===== src/rtl/mac_pkg.sv =====
package mac_pkg;
  typedef struct packed {
    logic       legal;
    logic       accum;
    logic       sub;
    logic       uns;
    logic       sat;
    logic       shrt;
    logic       dbl;
    logic       sel_hi;
    logic [4:0] rd;
  } mac_ctl_t;
endpackage


===== src/rtl/mac_decode.sv =====
module mac_decode
  import mac_pkg::*;
#(
  parameter int IW = 32
) (
  input  logic [IW-1:0] instr,
  output mac_ctl_t      ctl
);
  logic fam_a, fam_b;

  always_comb begin
    fam_a = (instr[31:26] == 6'd0) && (instr[8:7] == 2'b00) && (instr[5:1] == 5'b10100);
    fam_b = (instr[31:26] == 6'd0) && !instr[10] && instr[6] && (instr[5:1] == 5'b01100);
    ctl        = '0;
    ctl.legal  = fam_a || fam_b;
    ctl.rd     = instr[15:11];
    ctl.sel_hi = instr[9];
    if (fam_a) begin
      ctl.accum = 1'b1;
      ctl.sub   = 1'b0;
      ctl.uns   = instr[6];
      ctl.sat   = instr[10];
      ctl.shrt  = instr[10];
      ctl.dbl   = instr[0];
    end else if (fam_b) begin
      ctl.accum = instr[8];
      ctl.sub   = instr[7];
      ctl.uns   = instr[0];
    end
  end
endmodule


===== src/rtl/mac_opcheck.sv =====
module mac_opcheck #(
  parameter int XLEN = 64,
  parameter int NW   = 32,
  parameter int SW   = 16
) (
  input  logic [XLEN-1:0] opa,
  input  logic [XLEN-1:0] opb,
  input  logic            shrt,
  input  logic            uns,
  output logic            ok
);
  localparam int NOPS = 2;
  logic [NOPS-1:0][XLEN-1:0] ops;
  logic [NOPS-1:0]           fit;

  assign ops[0] = opa;
  assign ops[1] = opb;

  for (genvar i = 0; i < NOPS; i++) begin : g_op
    logic [XLEN-1:0] canon;
    always_comb begin
      if (!shrt)     canon = {{(XLEN-NW){ops[i][NW-1]}}, ops[i][NW-1:0]};
      else if (uns)  canon = {{(XLEN-SW){1'b0}}, ops[i][SW-1:0]};
      else           canon = {{(XLEN-SW){ops[i][SW-1]}}, ops[i][SW-1:0]};
      fit[i] = (canon == ops[i]);
    end
  end

  assign ok = &fit;
endmodule


===== src/rtl/mac_datapath.sv =====
module mac_datapath
  import mac_pkg::*;
#(
  parameter int XLEN = 64
) (
  input  mac_ctl_t        ctl,
  input  logic [XLEN-1:0] opa,
  input  logic [XLEN-1:0] opb,
  input  logic [XLEN-1:0] hi,
  input  logic [XLEN-1:0] lo,
  output logic [XLEN-1:0] nxt_hi,
  output logic [XLEN-1:0] nxt_lo
);
  localparam int HALF = XLEN / 2;

  logic [XLEN-1:0] xa, xb, prod, lhs, sum, res;
  logic            s_ovf, u_ovf;

  always_comb begin
    if (ctl.uns) begin
      xa = {{HALF{1'b0}}, opa[HALF-1:0]};
      xb = {{HALF{1'b0}}, opb[HALF-1:0]};
    end else begin
      xa = {{HALF{opa[HALF-1]}}, opa[HALF-1:0]};
      xb = {{HALF{opb[HALF-1]}}, opb[HALF-1:0]};
    end
    prod = xa * xb;
    if (!ctl.accum)   lhs = '0;
    else if (ctl.dbl) lhs = lo;
    else              lhs = {hi[HALF-1:0], lo[HALF-1:0]};
    sum = ctl.sub ? (lhs - prod) : (lhs + prod);

    s_ovf = (sum != {{HALF{sum[HALF-1]}}, sum[HALF-1:0]});
    u_ovf = |sum[XLEN-1:HALF];
    res   = sum;
    if (ctl.sat) begin
      if (!ctl.uns && s_ovf)
        res = sum[XLEN-1] ? {{(HALF+1){1'b1}}, {(HALF-1){1'b0}}}
                          : {{(HALF+1){1'b0}}, {(HALF-1){1'b1}}};
      else if (ctl.uns && u_ovf)
        res = '1;
    end

    if (ctl.dbl) begin
      nxt_lo = res;
      nxt_hi = hi;
    end else begin
      nxt_lo = {{HALF{res[HALF-1]}}, res[HALF-1:0]};
      nxt_hi = {{HALF{res[XLEN-1]}}, res[XLEN-1:HALF]};
    end
  end
endmodule


===== src/rtl/mac_sat_unit.sv =====
module mac_sat_unit
  import mac_pkg::*;
#(
  parameter int XLEN = 64,
  parameter int IW   = 32,
  parameter int SW   = 16,
  parameter int RW   = 5
) (
  input  logic            clk,
  input  logic            rst,
  input  logic            in_valid,
  input  logic [IW-1:0]   in_instr,
  input  logic [XLEN-1:0] in_opa,
  input  logic [XLEN-1:0] in_opb,
  output logic            out_valid,
  output logic            out_err,
  output logic            out_illegal,
  output logic            wb_en,
  output logic [RW-1:0]   wb_idx,
  output logic [XLEN-1:0] wb_data,
  output logic [XLEN-1:0] acc_hi,
  output logic [XLEN-1:0] acc_lo
);
  localparam int HALF = XLEN / 2;

  mac_ctl_t        ctl;
  logic            ops_ok, commit;
  logic [XLEN-1:0] nxt_hi, nxt_lo;

  mac_decode #(.IW(IW)) u_dec (.instr(in_instr), .ctl(ctl));

  mac_opcheck #(.XLEN(XLEN), .NW(HALF), .SW(SW)) u_chk (
    .opa(in_opa), .opb(in_opb), .shrt(ctl.shrt), .uns(ctl.uns), .ok(ops_ok)
  );

  mac_datapath #(.XLEN(XLEN)) u_dp (
    .ctl(ctl), .opa(in_opa), .opb(in_opb), .hi(acc_hi), .lo(acc_lo),
    .nxt_hi(nxt_hi), .nxt_lo(nxt_lo)
  );

  assign commit = in_valid && ctl.legal && ops_ok;

  always_ff @(posedge clk) begin
    if (rst) begin
      acc_hi      <= '0;
      acc_lo      <= '0;
      out_valid   <= 1'b0;
      out_err     <= 1'b0;
      out_illegal <= 1'b0;
      wb_en       <= 1'b0;
      wb_idx      <= '0;
      wb_data     <= '0;
    end else begin
      out_valid   <= in_valid;
      out_illegal <= in_valid && !ctl.legal;
      out_err     <= in_valid && ctl.legal && !ops_ok;
      wb_en       <= commit && (ctl.rd != '0);
      if (commit) begin
        acc_hi  <= nxt_hi;
        acc_lo  <= nxt_lo;
        wb_idx  <= ctl.rd[RW-1:0];
        wb_data <= ctl.sel_hi ? nxt_hi : nxt_lo;
      end
    end
  end
endmodule


===== config.mk =====
export PLATFORM = sky130hd
export DESIGN_NAME = mac_sat_unit
export DESIGN_NICKNAME = d
export VERILOG_FILES = /design/src/rtl/mac_pkg.sv /design/src/rtl/mac_decode.sv /design/src/rtl/mac_opcheck.sv /design/src/rtl/mac_datapath.sv /design/src/rtl/mac_sat_unit.sv
export SDC_FILE = /design/constraint.sdc
export NUM_CORES = 2
export LEC_CHECK = 0
export ABC_AREA = 1
export BUFFER_PORTS_ARGS = -buffer_cell sky130_fd_sc_hd__clkbuf_2
export CORE_AREA = 2 2 352 354
export CTS_BUF_LIST = sky130_fd_sc_hd__clkbuf_8
export CTS_CLUSTER_DIAMETER = 50
export DETAILED_ROUTE_END_ITERATION = 8
export DIE_AREA = 0 0 354 356
export GPL_TIMING_DRIVEN = 0
export HOLD_SLACK_MARGIN = 0.15
export PLACE_DENSITY_LB_ADDON = 0.12
export SETUP_SLACK_MARGIN = 0.2
export SLEW_MARGIN = 20
export SYNTH_ARGS = -nofsm -noshare
export SYNTH_HDL_FRONTEND = slang
export SYNTH_SLANG_ARGS = --single-unit

===== constraint.sdc =====
create_clock -name clk -period 18.3 [get_ports clk]
set_input_delay 3.66 -clock clk [delete_from_list [all_inputs] [get_ports clk]]
set_output_delay 3.66 -clock clk [all_outputs]
set_load 0.005 [all_outputs]

# After elaboration in Yosys (flattened, before gate mapping)
# Cells that the tools add are included.
# word_totals
register_bits	201
input_bits	163
elab_cells	57
# classes
n_addsub	2
n_mul	1
n_eq_ne	5
n_mux	19
reduce_logical	22
# ops
operator	n
$mux 64	16
$eq 64x64->1	2
$add 64x64->64	1
$mul 64x64->64	1
$sub 64x64->64	1
$ne 32x32->1	1
$reduce_or 32->1	1
$logic_and 1x1->1	12
$mux 3	3
$logic_not 6->1	1
$eq 5x4->1 const B	1
$eq 5x5->1 const B	1
$reduce_bool 5->1	1
$logic_not 1->1	4
$logic_not 2->1	1
$reduce_and 2->1	1
$logic_or 1x1->1	1

# Depth between registers and ports, before layout
# logic_depth
ltp_word	17
ltp_mapped	84
ltp_nobuf	83

# Hierarchy
# A second synthesis with hierarchy kept.
# unflattened
cells_unflattened	9619
area_unflattened_um2	68846.0
# by_module_without_submodules
mod	instances	cells_per_inst	area_per_inst_um2	seq_area_each_um2
mac_datapath	1	7906	58956.5	0.0
mac_sat_unit	1	1469	8872.3	4023.9
mac_opcheck	1	195	780.7	0.0
mac_decode	1	49	236.5	0.0

# Worst setup path after synthesis
# No wires, ideal clock.
# synth_timing
kind	input -> register
start	input in_instr[2]
end	register wb_data[35]
setup_ps	138
arrival_ps	15865
required_ps	18162
setup_slack_ps	2297
path_stages	61
path_buffers	5
path_cell_list	inv_1 -> nand2_1 -> nor4_1 -> nand2_1 -> o21ai_0 -> nand2_1 -> buf_2 -> inv_1 -> clkbuf_1 -> buf_1 -> buf_1 -> nor2_1 -> fa_1 -> inv_1 -> fa_1 -> fa_1 -> inv_1 -> fa_1 -> [... 25 more ...] -> a21oi_1 -> xor2_1 -> inv_1 -> nor2_1 -> nand2_1 -> nor2_1 -> nand2_1 -> nand2_1 -> nand3_1 -> o311ai_1 -> nand2_1 -> nand2_2 -> nand2_4 -> nand2_8 -> buf_6 -> nand3_1 -> nand2_1 -> a21oi_2
# synth_via
elab_chain_len	15
elab_cells_between_ends	37
cone_classes	add/sub (2); mul (1); eq/ne (5); mux (19); reduce/logical (10)
# synth_lines
element	line	source
start, declared	mac_sat_unit.sv:12	input logic [IW-1:0] in_instr,
$eq 5x4->1	mac_decode.sv:13	fam_b = (instr[31:26] == 6'd0) && !instr[10] && instr[6] && (instr[5:1] == 5'b01100);
$logic_and 1x1->1	mac_decode.sv:13	
$mux 3	mac_decode.sv:25	end else if (fam_b) begin
$mux 3	mac_decode.sv:18	if (fam_a) begin
$mux 64	mac_datapath.sv:20	if (ctl.uns) begin
$mul 64x64->64	mac_datapath.sv:27	prod = xa * xb;
$add 64x64->64 / $sub 64x64->64 (equally long branches)	mac_datapath.sv:31	sum = ctl.sub ? (lhs - prod) : (lhs + prod);
$mux 64	mac_datapath.sv:31	
$reduce_or 32->1	mac_datapath.sv:34	u_ovf = |sum[XLEN-1:HALF];
$logic_and 1x1->1	mac_datapath.sv:40	else if (ctl.uns && u_ovf)
$mux 64	mac_datapath.sv:40	
$mux 64	mac_datapath.sv:37	if (!ctl.uns && s_ovf)
$mux 64	mac_datapath.sv:36	if (ctl.sat) begin
$mux 64	mac_datapath.sv:44	if (ctl.dbl) begin
$mux 64	mac_sat_unit.sv:62	wb_data <= ctl.sel_hi ? nxt_hi : nxt_lo;
end signal, assigned	mac_sat_unit.sv:62	
end, declared	mac_sat_unit.sv:20	output logic [XLEN-1:0] wb_data,
# Parallel ways exist; a longest one is shown, timed or not.
# A chain may end at the register's enable or synchronous reset.

# Worst setup path in the final report
# layout_timing
start	input in_instr[29]
end	register wb_data[29]
# layout_via
elab_chain_len	17
elab_cells_between_ends	39
cone_classes	add/sub (2); mul (1); eq/ne (3); mux (19); reduce/logical (14)
# layout_lines
element	line
$logic_not 6->1 *	mac_decode.sv:12, mac_decode.sv:13
$logic_and 1x1->1 (3 in series)	mac_decode.sv:13
$mux 3	mac_decode.sv:25
$mux 3	mac_decode.sv:18
$mux 64	mac_datapath.sv:20
$mul 64x64->64	mac_datapath.sv:27
$add 64x64->64 / $sub 64x64->64 (equally long branches)	mac_datapath.sv:31
$mux 64	mac_datapath.sv:31
$reduce_or 32->1	mac_datapath.sv:34
$logic_and 1x1->1	mac_datapath.sv:40
$mux 64	mac_datapath.sv:40
$mux 64	mac_datapath.sv:37
$mux 64	mac_datapath.sv:36
$mux 64	mac_datapath.sv:44
$mux 64	mac_sat_unit.sv:62
# Every way passes the cells marked *; elsewhere a longest branch is shown, timed or not.

==> flow_summary_export.csv <==
group,metric,value,unit
cts,h-tree-depth,1,
global_routing,busiest_layer,"met2",
global_routing,grt_use_met3,11.08,%
logic_synthesis,synth_cell_types,62,
global_routing,grt_pass1_vias,60930,
sta,rsz0062_at_grt,"false",
run,drv_cap,0,
floorplanning,die_y,356,um
global_routing,met2_usage,62.72,%
floorplanning,rows,129,
hold_path,hp-class,"reg -> reg",
layout,drive_above_1_share,7.043,%
setup_path,required,18860,ps
logic_synthesis,yosysWarnings,0,
routing,drcViolationCount,0,
sta,worst_slew_pin_slew,1364,ps
sta,min_period_over_period,96.51,%
cts,cts_made_buffers,30,
floorplanning,dieArea,126000,um2
status,status,"completed",
layout,stdcell_count,10940,
setup_path,crit_top_cell,"nand2_1",
cts,cts_hold_buf,0,
routing,drt_pass1_iterations,7,
global_routing,grt_pass1_wl,389400,um
logic_synthesis,ys_seq_area_share,6.022,%
sta,fmax,56.62,MHz
routing,vias,60870,
layout,fin_util,58.47,%
cts,cts_tree,"yes",
sta,finalCriticalPeriod,17660,ps
routing,first_iter_violations,6876,
routing,wl_per_cell,24.33,um
floorplanning,initial_utilization,54.47,%
global_routing,grt_max_degree,28,
setup_path,worstPathMaxFanout,10,
placed_design,dp.cells,10860,
logic_synthesis,synth_top_area_cell,"fa_1",
cts,clock-sinks,201,
sta,setup_violations,0,
sta,hold_slack,465.7,ps
sta,skew,81.87,ps
hold_path,hp-start,"wb_data[13]",
setup_path,cp-start-kind,"input pin",
logic_synthesis,avgSynthCellArea,7.501,um2
logic_synthesis,synth_area_leaders,"fa_1 (43%), inv_1 (14%), nand2_1 (11%)",
logic_synthesis,ys_ff_latch,201,
logic_synthesis,ys_top_cells_by_count,"inv_1 (2,570), nand2_1 (1,993), fa_1 (1,424)",
setup_path,critPathKind,"in -> reg",
routing,postRouteAntennaNets,0,
logic_synthesis,syn-cell-area,66820,um2
logic_synthesis,synth_fp_nets,10870,
setup_path,slowest_stage,"fa_2",
setup_path,cp-startpoint,"in_instr[29]",
floorplanning,dieWidth,354,um
logic_synthesis,syn_inst,8908,
setup_path,cp_slowest_stage_delay,680,ps
global_routing,antenna_found_initial,21,
setup_path,crit_path_end_kind,"flip-flop",
cts,ctsLongestPathBuffers,3,
logic_synthesis,synth_edf_count,0,
placed_design,dp_hpwl,230500,um
global_routing,grt_overflow,0,
logic_synthesis,synth_top_area_share,42.67,%
cts,root_buffer,"clkbuf_8",
layout,area_growth,7.344,%
sta,finalHoldViolations,0,
layout,fill_cells,11810,
cts,clkTransAtPathRegs,70,ps
global_routing,track_usage,42.58,%
layout,final_nets,11230,
setup_path,r2r-start,"acc_lo[0]",
routing,wl,266100,um
floorplanning,core_area,122700,um2
placed_design,port_buffers,311,
placed_design,place_congestion,1.039,
logic_synthesis,async_reset_ff_share,0,%
logic_synthesis,synth_ff_type,"dfxtp_1",
cts,clk_latency,690,ps
global_routing,use_met1,57.72,%
routing,via_per_inst,5.566,
sta,drv_slew,0,
setup_path,crit_arrival,18220,ps
sta,relSlewSlack,9.093,%
floorplanning,io_pins,364,
logic_synthesis,synth_most_common_cell,"inv_1",
## cells by family after synthesis
family          Yosys count  synth area share, %
flops                   201                6.022
compound gates          642                5.696
buf+inv                2980                16.90
fa+ha+maj              1797                49.65
xor+xnor                177                2.388
simple gates           3111                19.35
## per-stage QoR
| stage | setup TNS, ps | cell area, um2 | setup WS [ps] |
|---|---|---|---|
| floorplan | 0 | 66820 | 2297 |
| global placement | -500070 | 70420 | -3310 |
| detailed placement | -500750 | 70430 | -3300 |
| CTS | 0 | 71230 | 223.5 |
| global route | 0 | 71700 | 189.0 |
| finish | 0 | 71720 | 638.6 |
## cell usage in the layout, fill, tap and decap left out, drive strengths merged, types with 2 or more instances in the layout
cell type,synthesis,layout
diode,0,12
and2,5,5
a221oi,2,2
xor2,118,118
a31oi,49,49
dfxtp,201,201
nor4,38,38
clkdlybuf4s15,0,3
or2,26,26
bufinv,0,2
nor3,53,53
o21a,16,16
buf,56,68
o211ai,94,94
inv,2599,2608
nor2,468,468
a211oi,3,3
nand3b,15,15
o221ai,3,3
clkinv,7,9
nor3b,2,2
nand4,70,70
o31ai,3,3
a21o,9,9
o2111ai,3,3
a21boi,10,10
o21ai,165,165
xnor2,59,59
a21oi,261,261
nand2,2026,2026
clkbuf,318,664
fa,1424,1424
nand3,402,402
o21bai,18,18
clkinvlp,0,4
and3,6,6
ha,373,373
## state kept, by name, summed over array words and instances, names as in the netlist
register / cells
acc_hi: 64
acc_lo: 64
out_err: 1
out_illegal: 1
out_valid: 1
wb_data: 64
wb_en: 1
wb_idx: 5
## routing by layer
layer,part of all wire [%],up-vias,routed length (um)
met5,0.048,-,129
li1,-,26570,-
met4,6.8,18,18080
met2,42,3435,111600
met1,39,30160,104500
met3,12,686,31780
## cell type report
cell class	instances	area [um2]	share of cell area, %
inverter	2606	9793	13.65
clock inverter	17	135.1	0.1884
buffer	374	1618	2.256
timing repair buffer	325	1674	2.334
antenna	12	30.03	0.04187
tap	1637	2048	2.856
sequential	201	4024	5.610
clock buffer	36	495.5	0.6908
multi-input combinational	5727	51910	72.37
## critical path, delay by kind of cell
family	cells	cell delay, ps
AO/OA/AOI/OAI	11	2000
XOR/XNOR	1	240
adder cells (fa/ha/maj)	12	6090
buffers and inverters	18	2500
AND/OR/NAND/NOR	26	3700
## final timing paths
path / to / slack (ps) / cells after the start
hold / removal: wb_data[13] / 470 / 2
hold reg to reg: wb_data[13] / 470 / 2
setup / recovery: wb_data[29] / 640 / 68
setup reg to reg: wb_data[27] / 12720 / 29
## repair_timing
item,in CTS,in global routing
hold endpoints to repair,0,0
pin swaps,5,7
cloned,0,0
endpoints found under the setup margin,192,192
gates resized for setup,39,129
setup buffers,8,6
Power is not shown: default switching activity piles up to over one toggle a cycle in this logic, so the estimate is an artifact.
